[src/rtl/xmf_pkg.sv]
// Shared definitions for the same-page request combiner.
// Assumes: nothing beyond standard SystemVerilog.
package xmf_pkg;

    // Origin of a lane's live request in the current cycle
    typedef enum logic {
        SRC_FRESH = 1'b0,
        SRC_HELD  = 1'b1
    } cand_src_e;

endpackage

[src/rtl/xmf_lane_hold.sv]
// Per-lane holding register and candidate selection.
// What it does: presents one live request per lane, taken from the holding
// register when the lane holds a request and from the input otherwise.
// Assumes: served is only ever high for a lane whose candidate is live.
module xmf_lane_hold
    import xmf_pkg::*;
#(
    parameter int M     = 4,
    parameter int VPN_W = 20
) (
    input  logic                        clk,
    input  logic                        rst_n,
    input  logic [M-1:0]                req_valid,
    input  logic [M-1:0][VPN_W-1:0]     req_vpn,
    input  logic [M-1:0]                served,
    output logic [M-1:0]                cand_valid,
    output logic [M-1:0][VPN_W-1:0]     cand_vpn,
    output cand_src_e [M-1:0]           cand_src,
    output logic [M-1:0]                ready
);

    logic [M-1:0]            held_q;
    logic [M-1:0][VPN_W-1:0] held_vpn_q;

    for (genvar i = 0; i < M; i++) begin : g_lane
        // Choose the held request over the input when the lane holds one
        always_comb begin
            if (held_q[i]) begin
                cand_valid[i] = 1'b1;
                cand_vpn[i]   = held_vpn_q[i];
                cand_src[i]   = SRC_HELD;
            end else begin
                cand_valid[i] = req_valid[i];
                cand_vpn[i]   = req_vpn[i];
                cand_src[i]   = SRC_FRESH;
            end
        end

        // Keep every live request that was not answered this cycle
        always_ff @(posedge clk) begin
            if (!rst_n) begin
                held_q[i]     <= 1'b0;
                held_vpn_q[i] <= '0;
            end else begin
                held_q[i] <= cand_valid[i] & ~served[i];
                if (cand_valid[i] && !served[i]) begin
                    held_vpn_q[i] <= cand_vpn[i];
                end
            end
        end
    end

    assign ready = ~held_q;

endmodule

[src/rtl/xmf_page_match.sv]
// Pairwise page comparison and group leader selection.
// What it does: finds, for each lane, the lowest live lane with the same VPN
// (its leader) and marks groups containing any held request.
// Assumes: invalid lanes never match anything.
module xmf_page_match
    import xmf_pkg::*;
#(
    parameter int M     = 4,
    parameter int VPN_W = 20,
    localparam int LANE_W = (M > 1) ? $clog2(M) : 1
) (
    input  logic [M-1:0]              cand_valid,
    input  logic [M-1:0][VPN_W-1:0]   cand_vpn,
    input  cand_src_e [M-1:0]         cand_src,
    output logic [M-1:0][LANE_W-1:0]  leader_idx,
    output logic [M-1:0]              is_leader,
    output logic [M-1:0]              group_held
);

    logic [M-1:0][M-1:0] same;

    for (genvar i = 0; i < M; i++) begin : g_row
        for (genvar j = 0; j < M; j++) begin : g_col
            // Equality of two live lanes' pages
            assign same[i][j] = cand_valid[i] & cand_valid[j]
                              & (cand_vpn[i] == cand_vpn[j]);
        end

        // Lowest matching lane wins: scan downwards so the last write is the lowest
        always_comb begin
            leader_idx[i] = LANE_W'(i);
            for (int j = M - 1; j >= 0; j--) begin
                if (same[i][j]) begin
                    leader_idx[i] = LANE_W'(j);
                end
            end
        end

        // A lane leads when it is live and no lower lane shares its page
        assign is_leader[i] = cand_valid[i] && (leader_idx[i] == LANE_W'(i));

        // The group is old when any member was held from an earlier cycle
        always_comb begin
            group_held[i] = 1'b0;
            for (int j = 0; j < M; j++) begin
                if (same[i][j] && cand_src[j] == SRC_HELD) begin
                    group_held[i] = 1'b1;
                end
            end
        end
    end

endmodule

[src/rtl/xmf_port_alloc.sv]
// Lookup port allocation among group leaders.
// What it does: ranks leaders (held groups first, then ascending lane) and
// grants the first N ranks, placing rank r on port r.
// Assumes: group_held is consistent across all members of a group.
module xmf_port_alloc #(
    parameter int M     = 4,
    parameter int N     = 2,
    parameter int VPN_W = 20,
    localparam int RANK_W = $clog2(M + N + 1)
) (
    input  logic [M-1:0]              is_leader,
    input  logic [M-1:0]              group_held,
    input  logic [M-1:0][VPN_W-1:0]   cand_vpn,
    output logic [M-1:0][RANK_W-1:0]  rank,
    output logic [M-1:0]              granted,
    output logic [N-1:0]              lk_valid,
    output logic [N-1:0][VPN_W-1:0]   lk_vpn
);

    for (genvar i = 0; i < M; i++) begin : g_rank
        // Count leaders that precede this one in priority order
        always_comb begin
            rank[i] = '0;
            for (int k = 0; k < M; k++) begin
                if (k != i && is_leader[k]) begin
                    if ((group_held[k] && !group_held[i]) ||
                        (group_held[k] == group_held[i] && k < i)) begin
                        rank[i] = rank[i] + RANK_W'(1);
                    end
                end
            end
        end

        // Only the first N leaders get a lookup slot
        assign granted[i] = is_leader[i] && (rank[i] < RANK_W'(N));
    end

    for (genvar p = 0; p < N; p++) begin : g_port
        // Steer the leader whose rank equals this port number
        always_comb begin
            lk_valid[p] = 1'b0;
            lk_vpn[p]   = '0;
            for (int i = 0; i < M; i++) begin
                if (granted[i] && rank[i] == RANK_W'(p)) begin
                    lk_valid[p] = 1'b1;
                    lk_vpn[p]   = cand_vpn[i];
                end
            end
        end
    end

endmodule

[src/rtl/xmf_result_fanout.sv]
// Result broadcast from lookup ports to lanes.
// What it does: each live lane whose leader was granted takes the hit flag
// and physical page from the leader's port in the same cycle.
// Assumes: the TLB answers each port combinationally.
module xmf_result_fanout #(
    parameter int M     = 4,
    parameter int N     = 2,
    parameter int PPN_W = 16,
    localparam int LANE_W = (M > 1) ? $clog2(M) : 1,
    localparam int RANK_W = $clog2(M + N + 1)
) (
    input  logic [M-1:0]              cand_valid,
    input  logic [M-1:0][LANE_W-1:0]  leader_idx,
    input  logic [M-1:0][RANK_W-1:0]  rank,
    input  logic [M-1:0]              granted,
    input  logic [N-1:0]              tlb_hit,
    input  logic [N-1:0][PPN_W-1:0]   tlb_ppn,
    output logic [M-1:0]              resp_valid,
    output logic [M-1:0]              resp_hit,
    output logic [M-1:0][PPN_W-1:0]   resp_ppn
);

    for (genvar i = 0; i < M; i++) begin : g_lane
        // Follow the leader to its port and copy that port's answer
        always_comb begin
            resp_valid[i] = 1'b0;
            resp_hit[i]   = 1'b0;
            resp_ppn[i]   = '0;
            for (int l = 0; l < M; l++) begin
                if (cand_valid[i] && leader_idx[i] == l[LANE_W-1:0] && granted[l]) begin
                    resp_valid[i] = 1'b1;
                    for (int p = 0; p < N; p++) begin
                        if (rank[l] == RANK_W'(p)) begin
                            resp_hit[i] = tlb_hit[p];
                            resp_ppn[i] = tlb_ppn[p];
                        end
                    end
                end
            end
        end
    end

endmodule

[src/rtl/xlat_merge_front.sv]
// Top of the same-page request combiner.
// What it does: merges same-page requests from M lanes onto at most N TLB
// lookups per cycle, broadcasts results and holds lanes left without a port.
// Assumes: the TLB returns tlb_hit/tlb_ppn in the same cycle as the lookup.
module xlat_merge_front
    import xmf_pkg::*;
#(
    parameter int M     = 4,
    parameter int N     = 2,
    parameter int VPN_W = 20,
    parameter int PPN_W = 16
) (
    input  logic                     clk,
    input  logic                     rst_n,
    input  logic [M-1:0]             lane_req_valid,
    input  logic [M-1:0][VPN_W-1:0]  lane_req_vpn,
    output logic [M-1:0]             lane_ready,
    output logic [M-1:0]             lane_resp_valid,
    output logic [M-1:0]             lane_resp_hit,
    output logic [M-1:0][PPN_W-1:0]  lane_resp_ppn,
    output logic [N-1:0]             tlb_lookup_valid,
    output logic [N-1:0][VPN_W-1:0]  tlb_lookup_vpn,
    input  logic [N-1:0]             tlb_hit,
    input  logic [N-1:0][PPN_W-1:0]  tlb_ppn
);

    localparam int LANE_W = (M > 1) ? $clog2(M) : 1;
    localparam int RANK_W = $clog2(M + N + 1);

    logic [M-1:0]              cand_valid;
    logic [M-1:0][VPN_W-1:0]   cand_vpn;
    cand_src_e [M-1:0]         cand_src;
    logic [M-1:0][LANE_W-1:0]  leader_idx;
    logic [M-1:0]              is_leader;
    logic [M-1:0]              group_held;
    logic [M-1:0][RANK_W-1:0]  rank;
    logic [M-1:0]              granted;

    xmf_lane_hold #(.M(M), .VPN_W(VPN_W)) u_hold (
        .clk        (clk),
        .rst_n      (rst_n),
        .req_valid  (lane_req_valid),
        .req_vpn    (lane_req_vpn),
        .served     (lane_resp_valid),
        .cand_valid (cand_valid),
        .cand_vpn   (cand_vpn),
        .cand_src   (cand_src),
        .ready      (lane_ready)
    );

    xmf_page_match #(.M(M), .VPN_W(VPN_W)) u_match (
        .cand_valid (cand_valid),
        .cand_vpn   (cand_vpn),
        .cand_src   (cand_src),
        .leader_idx (leader_idx),
        .is_leader  (is_leader),
        .group_held (group_held)
    );

    xmf_port_alloc #(.M(M), .N(N), .VPN_W(VPN_W)) u_alloc (
        .is_leader  (is_leader),
        .group_held (group_held),
        .cand_vpn   (cand_vpn),
        .rank       (rank),
        .granted    (granted),
        .lk_valid   (tlb_lookup_valid),
        .lk_vpn     (tlb_lookup_vpn)
    );

    xmf_result_fanout #(.M(M), .N(N), .PPN_W(PPN_W)) u_fan (
        .cand_valid (cand_valid),
        .leader_idx (leader_idx),
        .rank       (rank),
        .granted    (granted),
        .tlb_hit    (tlb_hit),
        .tlb_ppn    (tlb_ppn),
        .resp_valid (lane_resp_valid),
        .resp_hit   (lane_resp_hit),
        .resp_ppn   (lane_resp_ppn)
    );

endmodule

[config.mk]
export PLATFORM = sky130hd
export DESIGN_NAME = xlat_merge_front
export DESIGN_NICKNAME = d
export VERILOG_FILES = /design/src/rtl/xmf_pkg.sv /design/src/rtl/xmf_lane_hold.sv /design/src/rtl/xmf_page_match.sv /design/src/rtl/xmf_port_alloc.sv /design/src/rtl/xmf_result_fanout.sv /design/src/rtl/xlat_merge_front.sv
export SDC_FILE = /design/constraint.sdc
export NUM_CORES = 1
export LEC_CHECK = 0
export BUFFER_PORTS_ARGS = -buffer_cell sky130_fd_sc_hd__buf_4
export CORE_MARGIN = 4
export CORE_UTILIZATION = 30
export CTS_BUF_LIST = sky130_fd_sc_hd__clkbuf_2 sky130_fd_sc_hd__clkbuf_4 sky130_fd_sc_hd__clkbuf_8
export CTS_CLUSTER_DIAMETER = 120
export DETAILED_ROUTE_END_ITERATION = 8
export GPL_ROUTABILITY_DRIVEN = 0
export SKIP_CTS_REPAIR_TIMING = 1
export SYNTH_ARGS = -nofsm -noshare
export SYNTH_HDL_FRONTEND = slang
export SYNTH_HIERARCHICAL = 1
export SYNTH_SLANG_ARGS = --single-unit
[constraint.sdc]
create_clock -name clk -period 8.1 [get_ports clk]
set_input_delay 1.62 -clock clk [delete_from_list [all_inputs] [get_ports clk]]
set_output_delay 1.62 -clock clk [all_outputs]
set_load 0.03 [all_outputs]
# Word-level counts from Yosys, hierarchy flattened
# Cells that the tools add are included.
# totals
ff_bits,84
latchBits,0
ramBits,0
romBits,0
in_bits,120
output_inout_bits,118
wordCells,362
mem_count,0
# op_classes
add_sub_neg,8
n_mul,0
div_mod_pow,0
magnitude_cmp,4
n_eq_ne,34
shifts,0
muxes,183
bitwise_logic,27
reduce_logical,98
# op_table
cell,n
$mux 16,42
$eq 20x20->1,12
$mux 20,12
$mux 1,97
$logic_and 1x1->1,76
$mux 3,19
$mux 2,13
$and 1x1->1,22
$add 3x1->3 const B,7
$eq 2x2->1 const B,8
$eq 3x1->1 const B,4
$logic_not 3->1,4
$lt 3x2->1 const B,4
$eq 2x1->1 const B,4
$logic_not 1->1,8
$logic_not 2->1,4
$eq 1x1->1,6
$logic_or 1x1->1,6
$not 1->1,4
$not 4->4,1
$add 1x1->2 const B,1

# Longest topological paths before layout
# logic_depth
depth_word,30
depth_mapped,26
depth_no_buf,20

# By module
# Netlist, hierarchy kept.
# by_module_without_submodules
module,instances,cells_per_inst,area_per_inst_um2,seq_area_each_um2
xmf_lane_hold,1,454,4349.2,1681.6
xmf_result_fanout,1,501,3198.1,0.0
xmf_port_alloc,1,347,2313.5,0.0
xmf_page_match,1,195,1515.2,0.0

# Least setup slack after synthesis
# Ideal clock, no wire load.
# synth_path
path_kind,in2out
from,input port lane_req_vpn[33] in the netlist's numbering
to,output port tlb_lookup_vpn[12] in the netlist's numbering
arrival_ps,6060
required_time_ps,6480
path_slack_ps,420
cell_stages,22
path_buffers,4
path_cell_list,mux2_2 > xor2_1 > nor4_1 > nand4_1 > nor4_2 > nor2b_1 > buf_2 > clkbuf_1 > clkbuf_1 > inv_1 > nor2_1 > ha_1 > and2_1 > nor2_1 > inv_1 > ha_1 > nor2_1 > mux2i_1 > a221oi_2 > buf_2 > nand3_1 > a311oi_1
# synth_rtl
element,line,source
start: declaration,xlat_merge_front.sv:16,"input logic [M-1:0][VPN_W-1:0] lane_req_vpn,"
end: declaration,xlat_merge_front.sv:22,"output logic [N-1:0][VPN_W-1:0] tlb_lookup_vpn,"

==> metrics.log <==
INFO  metric setup_viol = 0
INFO  metric post-route-util = 37.7%
INFO  metric drt-pass1-iter-count = 8
INFO  metric core = 0.0376 mm^2
INFO  metric die_w = 203 um
INFO  metric synth.cell_area = 0.0114 mm^2
INFO  metric crit_required = 6.48 ns
INFO  metric grt_max_degree = 104
INFO  metric via_count = 13.2k
INFO  metric globalRoute.totalOverflow = 0
INFO  metric finish.instance_area = 0.0142 mm^2
INFO  metric netlist_instances = 1497
INFO  metric ys_types = 71
INFO  metric max_slew_margin = 31.6%
INFO  metric violations_in_the_final_reports = design-rule violations
INFO  metric min_delay_path_depth = 2
INFO  metric die_height = 203 um
INFO  metric effective_utilization_at_floorplan = 30.3%
INFO  metric fillCellCount = 3896
INFO  metric outcome = finished with violations
INFO  metric antenna_found_initial = 1
INFO  metric fin_crit = 8.03 ns
INFO  metric fin_worst_hold_slack = 0.460 ns
INFO  metric dp_hpwl = 36000 um
INFO  metric leakagePower = 5.67 nW
INFO  metric global_route.usage.total = 22.3%
INFO  metric synth_top_flop_cell = dfxtp_1
INFO  metric postPlaceCellArea = 0.0138 mm^2
INFO  metric power_density = 203 mW/mm^2
INFO  metric ys_async_sr_fraction = 0%
INFO  metric placement.setup.worst_slack = -0.0145 ns
INFO  metric hold_path_startpoint = u_hold/held_vpn_q[14]
INFO  metric io_buffers = 237
INFO  metric drt_iter0_markers = 1926
INFO  metric final_hold_viols = 0
INFO  metric setup.worst_path.start = lane_req_vpn[46]
INFO  metric path_clk_slew = 0.09 ns
INFO  metric avgRoutedWirePerCell = 22.4 um
INFO  metric crit_arrival = 6.41 ns
INFO  metric transition_at_the_pin_with_the_smallest_max_transition_slack = 1.03 ns
INFO  metric yosys_warning_count = 6
INFO  metric die_area = 0.0411 mm^2
INFO  metric area_delta_synth_final = 24.6%
INFO  metric final_slew_viol_count = 0
INFO  metric worstSetupStartpointType = input port
INFO  metric boundaryPins = 238
INFO  metric worst_setup_path_end_kind = output pin
INFO  metric vdd.ir_drop.worst = 0.140 mV
INFO  metric criticalPathCategory = in2out
INFO  metric total_clock_sinks = 84
INFO  metric holdCritPathClass = reg2reg
INFO  metric ff2ff_path_depth = 22
INFO  metric fin_worst_skew = 0.0106 ns
INFO  metric setup.reg_to_reg.worst_slack = 1.82 ns
INFO  metric worstSkewPairLatency = 0.39 ns
INFO  metric ant_nets = 0
INFO  metric post_drt_via_cell_ratio = 5.99
INFO  metric drive_gt1_share = 32.7%
INFO  metric max_clock_freq = 125 MHz
INFO  metric crit_end = tlb_lookup_vpn[14]
INFO  metric synth_enable_flop_cells = 0
INFO  metric via_count_of_the_first_global_routing_pass = 12.4k
INFO  metric drt-total-wl = 49500 um
INFO  metric cts_max_level = 3
INFO  metric drc_errors = 1
INFO  metric synth_area_per_cell = 7.60 um^2
INFO  metric cp_max_fo = 20
INFO  metric num-nets-final = 1818
INFO  metric ys_seq_area_share = 14.8%
INFO  metric clk_path_buf_depth = 2
INFO  metric grt_pass1_wl = 73700 um
INFO  metric drv_cap = 0
INFO  metric reg2reg_to = u_hold/held_vpn_q[42]
INFO  metric cts_buffers = 9
INFO  metric post-layout-total-power = 0.00288 W
INFO  metric final_critical_path_setup_slack = 0.0743 ns
INFO  metric period_share = 99.1%
INFO  metric cts.root.buffer_cell = clkbuf_8
INFO  metric tritoncts = yes
INFO  metric diodes = 0
INFO  metric number_of_placement_rows = 71
INFO  metric r2r_start = u_hold/held_q[1]
INFO  metric postSynthRegisterBits = 84
cells in the mapped netlist, drive strengths merged (2+ instances only):
| library cell | instances | area (um^2) |
|---|---|---|
| nand3 | 297 | 1490 |
| nand2 | 205 | 769 |
| mux2 | 153 | 1720 |
| mux2i | 114 | 1140 |
| buf | 107 | 698 |
| nand4 | 97 | 607 |
| dfxtp | 84 | 1680 |
| xor2 | 71 | 622 |
| xnor2 | 51 | 447 |
| nor2 | 40 | 153 |
| clkbuf | 32 | 120 |
| nor3 | 26 | 130 |
| nor4 | 20 | 144 |
| a32oi | 18 | 176 |
| and2 | 18 | 113 |
| a311oi | 16 | 140 |
| inv | 14 | 52.6 |
| a211oi | 12 | 90.1 |
| and3 | 9 | 56.3 |
| and3b | 8 | 73.8 |
| and4b | 8 | 80.1 |
| ha | 7 | 87.6 |
| o21ai | 7 | 50.1 |
| or4 | 7 | 71.3 |
| and4bb | 6 | 75.1 |
| nor3b | 6 | 65.1 |
| o31ai | 6 | 45.0 |
| a31oi | 5 | 31.3 |
| o2111ai | 5 | 43.8 |
| or2 | 5 | 31.3 |
| a221o | 4 | 40.0 |
| and4 | 4 | 35.0 |
| nand2b | 4 | 25.0 |
| nor2b | 4 | 27.5 |
| a21oi | 3 | 15.0 |
| nand3b | 3 | 35.0 |
| a21bo | 2 | 20.0 |
| a22oi | 2 | 15.0 |
| nand4bb | 2 | 22.5 |
| o211ai | 2 | 15.0 |
| o311ai | 2 | 17.5 |
routing by layer:
metal	wire length [um]	GRT usage, %	share of wire, %	vias up
met5	7	0	0.014	-
li1	-	-	-	5887
met2	21300	34.4	43	930
met3	4900	3.95	9.9	167
met1	21300	31.7	43	6235
met4	2020	7.15	4.1	2
kinds of logic after synthesis:
logic type | synth area share, %
DFF | 14.8
and+or+nand+nor | 35.5
AOI/OAI and AO/OA | 6.70
other | 0.0330
adders and majority gates | 0.770
muxes | 25.2
buffers and inverters | 7.66
xor gates and xnor gates | 9.39
per-stage QoR:
stage | instances | setup TNS, ns
3_3_place_gp | 2188 | 0
5_1_grt | 2207 | -0.0387
4_1_cts | 2204 | -0.0167
3_5_place_dp | 2188 | -0.0145
2_1_floorplan | 1499 | 0
6_report | 2207 | 0
where the power goes:
part | internal (W) | total (W) | switching, W
clock | 0.000170 | 0.000344 | 0.000175
sequential | 0.000453 | 0.000472 | 0.0000194
combinational | 0.000772 | 0.00207 | 0.00130
critical path, stage by stage:
cell and delay, ns:
buf_4 0.12, mux2_2 0.37, xor2_1 0.18, nor4_1 0.49, nand4_1 0.31, o31ai_1 0.35, a221o_1 0.22, nand2b_1 0.12
nor2_1 0.11, ha_1 0.24, and2_1 0.17, nor2_1 0.10, inv_1 0.05, ha_1 0.30, nor2_1 0.14, mux2i_1 0.16
a221oi_2 0.30, buf_12 0.22, nand3_1 0.11, a311oi_1 0.46, buf_4 0.25
final cells by class:
type / count / area [um^2] / share of cell area, %
multi-input combinational: 1262 / 9040 / 63.8
sequential: 84 / 1680 / 11.9
clock buffer: 12 / 165 / 1.17
clock inverter: 4 / 55.1 / 0.388
inverter: 14 / 52.6 / 0.371
timing repair buffer: 320 / 2540 / 17.9
tap: 511 / 639 / 4.51
sequential cells by signal (all words and copies together) (netlist names):
name               count
u_hold/held_q          4
u_hold/held_vpn_q     80
how the worst min path moves through the flow:
stage / to / slack [ns]
after CTS: u_hold/held_vpn_q[1] / 0.46
after floorplan: u_hold/held_vpn_q[0] / 0.43
after global routing: u_hold/held_vpn_q[50] / 0.48
after global placement: u_hold/held_vpn_q[57] / 0.44
after detailed placement: u_hold/held_vpn_q[37] / 0.45
final: u_hold/held_vpn_q[14] / 0.46
placed cells by master, fill, tap and decap left out, drive strengths merged, types with 26 or more instances in the layout:
master / n
buf: 320
dfxtp: 84
mux2: 153
mux2i: 114
nand2: 205
nand3: 297
nand4: 97
nor2: 40
nor3: 26
xnor2: 51
xor2: 71
No activity file was read; power rests on OpenSTA's default activity.
